[src/rtl/perf_update_pkg.sv]
package perf_update_pkg;

  localparam int SEL_W = 2;

  typedef enum logic [SEL_W-1:0] {
    SRC_TICK   = 2'b00,
    SRC_PIN    = 2'b01,
    SRC_PORT   = 2'b10,
    SRC_GLOBAL = 2'b11
  } srcSel_e;

  // Strobes from the control half to the flag datapath
  typedef struct packed {
    logic pmsLevel;
    logic pmsRise;
    logic globalSel;
  } ctlStrobes_t;

endpackage

[src/rtl/perf_update_sync.sv]
module perf_update_sync #(
  parameter int STAGES = 2
) (
  input  logic clk,
  input  logic rst_n,
  input  logic asyncIn,
  output logic syncOut
);
  logic [STAGES-1:0] stage;

  generate
    for (genvar i = 0; i < STAGES; i++) begin : g_stage
      if (i == 0) begin : g_first
        always_ff @(posedge clk) begin
          if (!rst_n) stage[0] <= 1'b0;
          else        stage[0] <= asyncIn;
        end
      end else begin : g_next
        always_ff @(posedge clk) begin
          if (!rst_n) stage[i] <= 1'b0;
          else        stage[i] <= stage[i-1];
        end
      end
    end
  endgenerate

  assign syncOut = stage[STAGES-1];
endmodule

[src/rtl/perf_update_sel.sv]
module perf_update_sel
  import perf_update_pkg::*;
#(
  parameter int SYNC_STAGES = 2,
  parameter int PMS_DELAY   = 2
) (
  input  logic             clk,
  input  logic             rst_n,
  input  logic             secTick,
  input  logic             gpioPin,
  input  logic             portCtlBit,
  input  logic             globCtlBit,
  input  logic [SEL_W-1:0] srcSel,
  output logic             pmuOut,
  output ctlStrobes_t      strobes
);
  localparam int LAST = PMS_DELAY - 1;

  logic pinSync;
  logic selLevel;
  logic [PMS_DELAY-1:0] pmsPipe;

  perf_update_sync #(.STAGES(SYNC_STAGES)) u_pinSync (
    .clk    (clk),
    .rst_n  (rst_n),
    .asyncIn(gpioPin),
    .syncOut(pinSync)
  );

  always_comb begin
    unique case (srcSel_e'(srcSel))
      SRC_TICK:   selLevel = secTick;
      SRC_PIN:    selLevel = pinSync;
      SRC_PORT:   selLevel = portCtlBit;
      SRC_GLOBAL: selLevel = globCtlBit;
      default:    selLevel = 1'b0;
    endcase
  end

  always_ff @(posedge clk) begin
    if (!rst_n) pmuOut <= 1'b0;
    else        pmuOut <= selLevel;
  end

  // Completion status trails the update level by PMS_DELAY cycles
  always_ff @(posedge clk) begin
    if (!rst_n) pmsPipe <= '0;
    else        pmsPipe <= {pmsPipe[LAST-1:0], pmuOut};
  end

  assign strobes.pmsLevel  = pmsPipe[LAST];
  assign strobes.pmsRise   = pmsPipe[LAST-1] & ~pmsPipe[LAST];
  assign strobes.globalSel = (srcSel == SRC_GLOBAL);

  a_r1_tick_path: assert property (@(posedge clk) disable iff (!rst_n)
    (srcSel == SRC_TICK) |=> (pmuOut == $past(secTick)));

  a_r3_port_path: assert property (@(posedge clk) disable iff (!rst_n)
    (srcSel == SRC_PORT) |=> (pmuOut == $past(portCtlBit)));

  a_r4_pms_trails_pmu: assert property (@(posedge clk) disable iff (!rst_n)
    $rose(strobes.pmsLevel) |-> $past(pmuOut, PMS_DELAY));

  a_r5_pms_drops: assert property (@(posedge clk) disable iff (!rst_n)
    $fell(strobes.pmsLevel) |-> !$past(pmuOut, PMS_DELAY));
endmodule

[src/rtl/perf_update_flag.sv]
module perf_update_flag
  import perf_update_pkg::*;
(
  input  logic        clk,
  input  logic        rst_n,
  input  ctlStrobes_t strobes,
  input  logic        latchClr,
  input  logic        intEn,
  output logic        pms,
  output logic        pmsLatched,
  output logic        pmsIrq,
  output logic        globPms
);
  always_ff @(posedge clk) begin
    if (!rst_n)                pmsLatched <= 1'b0;
    else if (strobes.pmsRise)  pmsLatched <= 1'b1;
    else if (latchClr)         pmsLatched <= 1'b0;
  end

  assign pms     = strobes.pmsLevel;
  assign pmsIrq  = pmsLatched & intEn;
  assign globPms = strobes.pmsLevel & strobes.globalSel;

  a_r6_set_on_rise: assert property (@(posedge clk) disable iff (!rst_n)
    $rose(pms) |-> pmsLatched);

  a_r7_clear_pulse: assert property (@(posedge clk) disable iff (!rst_n)
    (latchClr && !strobes.pmsRise) |=> !pmsLatched);

  a_r7_sticky: assert property (@(posedge clk) disable iff (!rst_n)
    (pmsLatched && !latchClr) |=> pmsLatched);

  a_r9_global_mask: assert property (@(posedge clk) disable iff (!rst_n)
    globPms |-> (pms && strobes.globalSel));

  a_r8_irq_gate: assert property (@(posedge clk) disable iff (!rst_n)
    pmsIrq |-> (pmsLatched && intEn));
endmodule

[src/rtl/perf_update_ctrl.sv]
module perf_update_ctrl
  import perf_update_pkg::*;
#(
  parameter int SYNC_STAGES = 2,
  parameter int PMS_DELAY   = 2
) (
  input  logic       clk,
  input  logic       rst_n,
  input  logic       secTick,
  input  logic       gpioPin,
  input  logic       portCtlBit,
  input  logic       globCtlBit,
  input  logic [1:0] srcSel,
  input  logic       latchClr,
  input  logic       intEn,
  output logic       pmuOut,
  output logic       pms,
  output logic       pmsLatched,
  output logic       pmsIrq,
  output logic       globPms
);
  ctlStrobes_t strobes;

  perf_update_sel #(
    .SYNC_STAGES(SYNC_STAGES),
    .PMS_DELAY  (PMS_DELAY)
  ) u_sel (
    .clk       (clk),
    .rst_n     (rst_n),
    .secTick   (secTick),
    .gpioPin   (gpioPin),
    .portCtlBit(portCtlBit),
    .globCtlBit(globCtlBit),
    .srcSel    (srcSel),
    .pmuOut    (pmuOut),
    .strobes   (strobes)
  );

  perf_update_flag u_flag (
    .clk       (clk),
    .rst_n     (rst_n),
    .strobes   (strobes),
    .latchClr  (latchClr),
    .intEn     (intEn),
    .pms       (pms),
    .pmsLatched(pmsLatched),
    .pmsIrq    (pmsIrq),
    .globPms   (globPms)
  );

  a_r10_reset_quiet: assert property (@(posedge clk)
    !rst_n |=> (!pmuOut && !pms && !pmsLatched));
endmodule

[config.mk]
export PLATFORM = sky130hd
export DESIGN_NAME = perf_update_ctrl
export DESIGN_NICKNAME = d
export VERILOG_FILES = /design/src/rtl/perf_update_pkg.sv /design/src/rtl/perf_update_sync.sv /design/src/rtl/perf_update_sel.sv /design/src/rtl/perf_update_flag.sv /design/src/rtl/perf_update_ctrl.sv
export SDC_FILE = /design/constraint.sdc
export NUM_CORES = 1
export LEC_CHECK = 0
export ABC_AREA = 1
export ABC_CLOCK_PERIOD_IN_PS = 800
export BUFFER_PORTS_ARGS = -buffer_cell sky130_fd_sc_hd__buf_2
export CORE_AREA = 4 4 41 43
export DETAILED_ROUTE_END_ITERATION = 10
export DIE_AREA = 0 0 45 47
export PLACE_DENSITY = 0.45
export SKIP_CTS_REPAIR_TIMING = 1
export SYNTH_ARGS = -nofsm -noshare
export SYNTH_HDL_FRONTEND = slang
export SYNTH_HIERARCHICAL = 1
export SYNTH_SLANG_ARGS = --single-unit
[constraint.sdc]
create_clock -name clk -period 0.8 [get_ports clk]
set_input_delay 0.16 -clock clk [delete_from_list [all_inputs] [get_ports clk]]
set_output_delay 0.16 -clock clk [all_outputs]
set_load 0.03 [all_outputs]
==> reports/metrics.cfg, run 1 <==
[power_and_ir_drop]
vdd_drop_max_mv=0.602
pwr_density_cell_nw_per_um2=1680
power.total_uw=700
p_leak_nw=0.258

[critical_path]
cp_slowest_cell=dfxtp_2
critPathKind=reg2out
max_stage_delay_ns=0.33
cp_max_fo=3
crit_family=flip-flops
critPathLaunchType=register
cp_cell_sequence=nand2_2 > inv_2 > buf_6
cp.required_ns=0.64
crit_buf_inv=2
cp.arrival_ns=0.78
crit_path_end_kind=output port

[timing]
finalCritPeriodShare=1.18
worst_slack_ns=-0.140
max-slew-margin-rel=0.896
skew_ns=0.00212
min_period_ns=0.940
finalSetupViolations=5
clock.fmax_mhz=1060
worst_pin_slew_ns=0.157
drv_slew=0
grt_setup_unrepaired=true
finalHoldViolations=0

[finish]
diodes=0
fin_area_um2=418
final_common_cell=nand2_1
drive_above_1_share=0.552
finalNetCount=70
final_core_util=0.321
syn2layout_area_growth_pct=55.3
final_cell_mix=nand2_1 (12), buf_2 (11), inv_1 (10)

[placement]
routabilityCongestion=0.701
port_buffers=14
placed_cell_area_um2=359
hpwl_um=420

[routing]
wl_met3_um=43
met2_length_um=256
wl_um=523
routed_via_density=3.59
wl_met1_um=222
drc=0
firstDrtPassIters=2
maxUsedRoutingLayer=met3
ant_nets=0
post_drt_wl_per_cell_um=7.16
drt-initial-drc-count=2
vias=262

[global_route]
overflow=0
grt_pass1_wl_um=786
grt_pass1_vias=208
grt_usage=0.0578
grt_max_degree=7
antenna_found_initial=0

[outcome]
status=finished with violations
failed_checks=setup timing

[floorplanning]
die_h_um=47
ios=15
start_util=0.207
row_count=13
die-area_um2=2120
design.core.area_um2=1300
die_w_um=45

[synth]
ys_seq_area_frac=0.447
ys_ff_latch=6
synthDistinctLibCells=8
yosysWarnings=6
syn_nets=50
avgSynthCellArea_um2=6.73
syn_area_um2=269
synth_cells=40

[clock_network]
clockBufferDepth=2
cts_htree_levels=1
cts_buffers=3
cts_tree=built
clk_pin_slew_ns=0.04
cts-root-buf=clkbuf_4
clk_latency_ns=0.24
clock-sinks=6

[flow_run]
maxCapViolations=0

[worst_hold_path]
hp-class=in2reg

## state kept, by name, indices dropped and copies added, names as in the netlist
name and flops:
u_flag/pmsLatched 1, u_sel/pmuOut 1, u_sel/u_pinSync/stage 1, u_sel/u_pinSync/syncOut 1, u_sel/pmsPipe 2
## cell usage after synthesis
cell type	number	area, µm²
nand2_1	14	52.6
inv_1	12	45.0
dfxtp_1	6	120
a21oi_2	2	17.5
buf_4	2	15.0
nor2_1	2	7.51
clkinv_2	1	5.00
nand2_2	1	6.26
## layer usage
metal | up-vias | global-route usage
met1 | 113 | 0.0639
met4 | 0 | 0.0702
met2 | 6 | 0.0678
met5 | - | 0
met3 | 0 | 0.0345
li1 | 143 | -
## worst paths after layout
kind                             startpoint                                  end  slack [ns]  depth (start not counted)
max          u_flag/pmsLatched$_SDFFE_PN0P_                               pmsIrq       -0.14                          3
min                                 gpioPin  u_sel/u_pinSync/stage[0]$_SDFF_PN0_         0.1                          3
max reg2reg     u_sel/pmsPipe[1]$_SDFF_PN0_       u_flag/pmsLatched$_SDFFE_PN0P_        0.05                          4
min reg2reg     u_sel/pmsPipe[0]$_SDFF_PN0_          u_sel/pmsPipe[1]$_SDFF_PN0_        0.41                          2
## cell type report
class	count	area [µm²]
multi-input combinational	19	91.3
clock buffer	3	22.5
fill	169	883
timing repair buffer	17	111
tap	15	18.8
sequential	6	124
inverter	13	50.0
## worst reg2reg max path, cell delays in order, from the launching register on
cell	delay, ns
dfxtp_2	0.32
buf_4	0.13
nor2_2	0.09
inv_1	0.05
a21oi_2	0.10
## report_power, final
group / total (mW) / switching, mW / leakage (nW) / internal, mW
Combinational: 0.106 / 0.0560 / 0.193 / 0.0503
Clock: 0.271 / 0.102 / 0.0138 / 0.169
Sequential: 0.322 / 0.00673 / 0.0505 / 0.316
Total: 0.700 / 0.165 / 0.258 / 0.535
## stage by stage
stage	std cells	setup slack (ns)	hold slack (ns)	TNS [ns]
final	73	-0.140	0.0973	-0.581
after global routing	73	-0.192	0.124	-0.786
after CTS	72	-0.248	0.0876	-0.886
after detailed placement	69	-0.00629	0.345	-0.00629
after global placement	69	-0.00554	0.336	-0.00554
after floorplan	40	0.00319	0.253	0
## logic make-up after synthesis
logic type	after synthesis	share of synthesized area
buf+inv	15	0.242
simple gates	17	0.247
compound gates	2	0.0651
flops	6	0.447
(Power assumes the default switching activity.)
==> inputs of run 2 (changes only) <==
ABC_CLOCK_PERIOD_IN_PS = 1000   (was 800)
clock period = 1 ns   (was 0.8 ns; I/O delays follow)
==> run 2 against run 1 <==
Against the previous run: the flow now finishes without violations; critical path depth did not move; clock power fell by 23%; final area shrank 8.4%; combinational power is 30% lower; sequential power down 20%; register-to-register slack better by 0.27 ns; routed wire length is 4.2% lower; cell count shrank 4.1%; power decreased by 23%; utilization down 2.7 points; count of clock-buffer cells in the layout stayed put; flip-flop and latch count did not move; critical path type unchanged; highest routed layer unchanged.
==> reports/metrics.cfg, run 2 (synthesis results as in run 1) <==
[finish]
finalNetCount=67  ; was 70
final_cell_mix=nand2_1 (14), inv_1 (12), buf_2 (11)  ; was nand2_1 (12), buf_2 (11), inv_1 (10)
final_cells=70  ; was 73
final_common_cell=nand2_1  ; unchanged
largest_reg_flops=2  ; unchanged
syn2layout_area_growth_pct=42.3  ; was 55.3%
drive_above_1_share=0.418  ; was 0.552
largest_register=u_sel/pmsPipe  ; unchanged
final_core_util=0.294  ; was 0.321
diodes=0  ; unchanged

[critical_path]
cp.required_ns=0.80  ; was 0.64 ns
cp_cell_sequence=nand2_1 > inv_1 > buf_6  ; was nand2_2 > inv_2 > buf_6
crit_buf_inv=2  ; unchanged
cp.arrival_ns=0.79  ; was 0.78 ns
max_stage_delay_ns=0.33  ; about the same
crit_cells=3  ; unchanged
critPathKind=reg2out  ; unchanged
crit_family=flip-flops  ; unchanged
cp_slowest_cell=dfxtp_2  ; unchanged
cp_max_fo=3  ; unchanged
crit_path_end_kind=output port  ; unchanged
rr_worst_depth=4  ; unchanged
critPathLaunchType=register  ; unchanged

[floorplanning]
row_count=13  ; unchanged
die-area_um2=2120  ; unchanged
ios=15  ; unchanged
die_w_um=45  ; unchanged
start_util=0.207  ; unchanged
design.core.area_um2=1300  ; unchanged
die_h_um=47  ; unchanged

[placement]
routabilityCongestion=0.653  ; was 0.701
place_inst=67  ; was 69
port_buffers=14  ; unchanged
place_ws_ns=0.0931  ; was -0.00629 ns
hpwl_um=392  ; was 420 µm

[power_and_ir_drop]
p_leak_nw=0.244  ; was 0.258 nW
pwr_density_cell_nw_per_um2=1410  ; was 1680 nW/µm²
vdd_drop_max_mv=0.397  ; was 0.602 mV

[routing]
wl_um=501  ; was 523 µm
vias=236  ; was 262
firstDrtPassIters=2  ; unchanged
routed_via_density=3.37  ; was 3.59
ant_nets=0  ; unchanged
post_drt_wl_per_cell_um=7.16  ; about the same
drt-initial-drc-count=1  ; was 2
drc=0  ; unchanged

[clock_network]
cts-root-buf=clkbuf_4  ; unchanged
clockBufferDepth=2  ; unchanged
clock-sinks=6  ; unchanged
cts_htree_levels=1  ; unchanged
clk_pin_slew_ns=0.04  ; about the same
cts_buffers=3  ; unchanged
cts_tree=built  ; unchanged
clk_latency_ns=0.23  ; was 0.24 ns

[timing]
clock.fmax_mhz=1010
min_period_ns=0.990
finalSetupViolations=0  ; was 5
worst_slack_ns=0.0103  ; was -0.140 ns
finalHoldViolations=0  ; unchanged
finalCritPeriodShare=0.990
max-slew-margin-rel=0.898  ; was 0.896
skew_ns=0.000241  ; was 0.00212 ns
drv_slew=0  ; unchanged
setup_tns_ns=0  ; was -0.581 ns
grt_setup_unrepaired=true  ; unchanged
worst_pin_slew_ns=0.154  ; was 0.157 ns

[global_route]
grt_usage=0.0570  ; was 0.0578
grt_pass1_wl_um=765  ; was 786 µm
grt_max_degree=7  ; unchanged
grt_pass1_vias=202  ; was 208
antenna_found_initial=0  ; unchanged
overflow=0  ; unchanged

[outcome]
status=finished clean  ; was finished with violations

[worst_hold_path]
hp-class=in2reg  ; unchanged
worstHoldPathCells=3  ; unchanged

[flow_run]
maxCapViolations=0  ; unchanged

run 2: metrics by stage:
step	hold WS (ns)	power, mW	cell area (µm²)
detailed placement	0.380	0.332	343
CTS	0.129	0.552	365
floorplan	0.293	0.303	269
finish	0.140	0.540	383
global placement	0.376	0.332	343
global route	0.179	0.580	383
run 2: worst register-to-register path: cells and delay by family, from the launching register on:
family          cells  cell delay [ns]
flops               1             0.32
compound gates      1             0.13
buf+inv             2             0.09
simple gates        1             0.07
run 2: routing by layer:
metal	part of all wire	routed length, µm	track usage
met2	0.44	222	0.0678
met4	0	0	0.0702
met5	0	0	0
met1	0.44	218	0.0595
met3	0.12	60	0.0383
run 2: area by class of cell:
cell class / instances / area, µm²
Fill cell: 148 / 918
Sequential cell: 6 / 123
Timing Repair Buffer: 14 / 85.1
Multi-Input combinational cell: 19 / 83.8
Inverter: 13 / 50.0
Clock buffer: 3 / 22.5
Tap cell: 15 / 18.8
run 2: where the power goes:
| part | internal, mW | switching [mW] | total, mW |
|---|---|---|---|
| clock network | 0.135 | 0.0746 | 0.209 |
| registers | 0.252 | 0.00480 | 0.257 |
| logic | 0.0316 | 0.0424 | 0.0739 |
run 2: worst paths after layout:
check,end,slack [ns],startpoint
worst max-delay path,globPms,0.01,u_sel/pmsPipe[1]$_SDFF_PN0_
worst min-delay path,u_sel/u_pinSync/stage[0]$_SDFF_PN0_,0.14,gpioPin
worst max register to register,u_flag/pmsLatched$_SDFFE_PN0P_,0.32,u_sel/pmsPipe[0]$_SDFF_PN0_
worst min register to register,u_sel/u_pinSync/syncOut$_SDFF_PN0_,0.41,u_sel/u_pinSync/stage[0]$_SDFF_PN0_
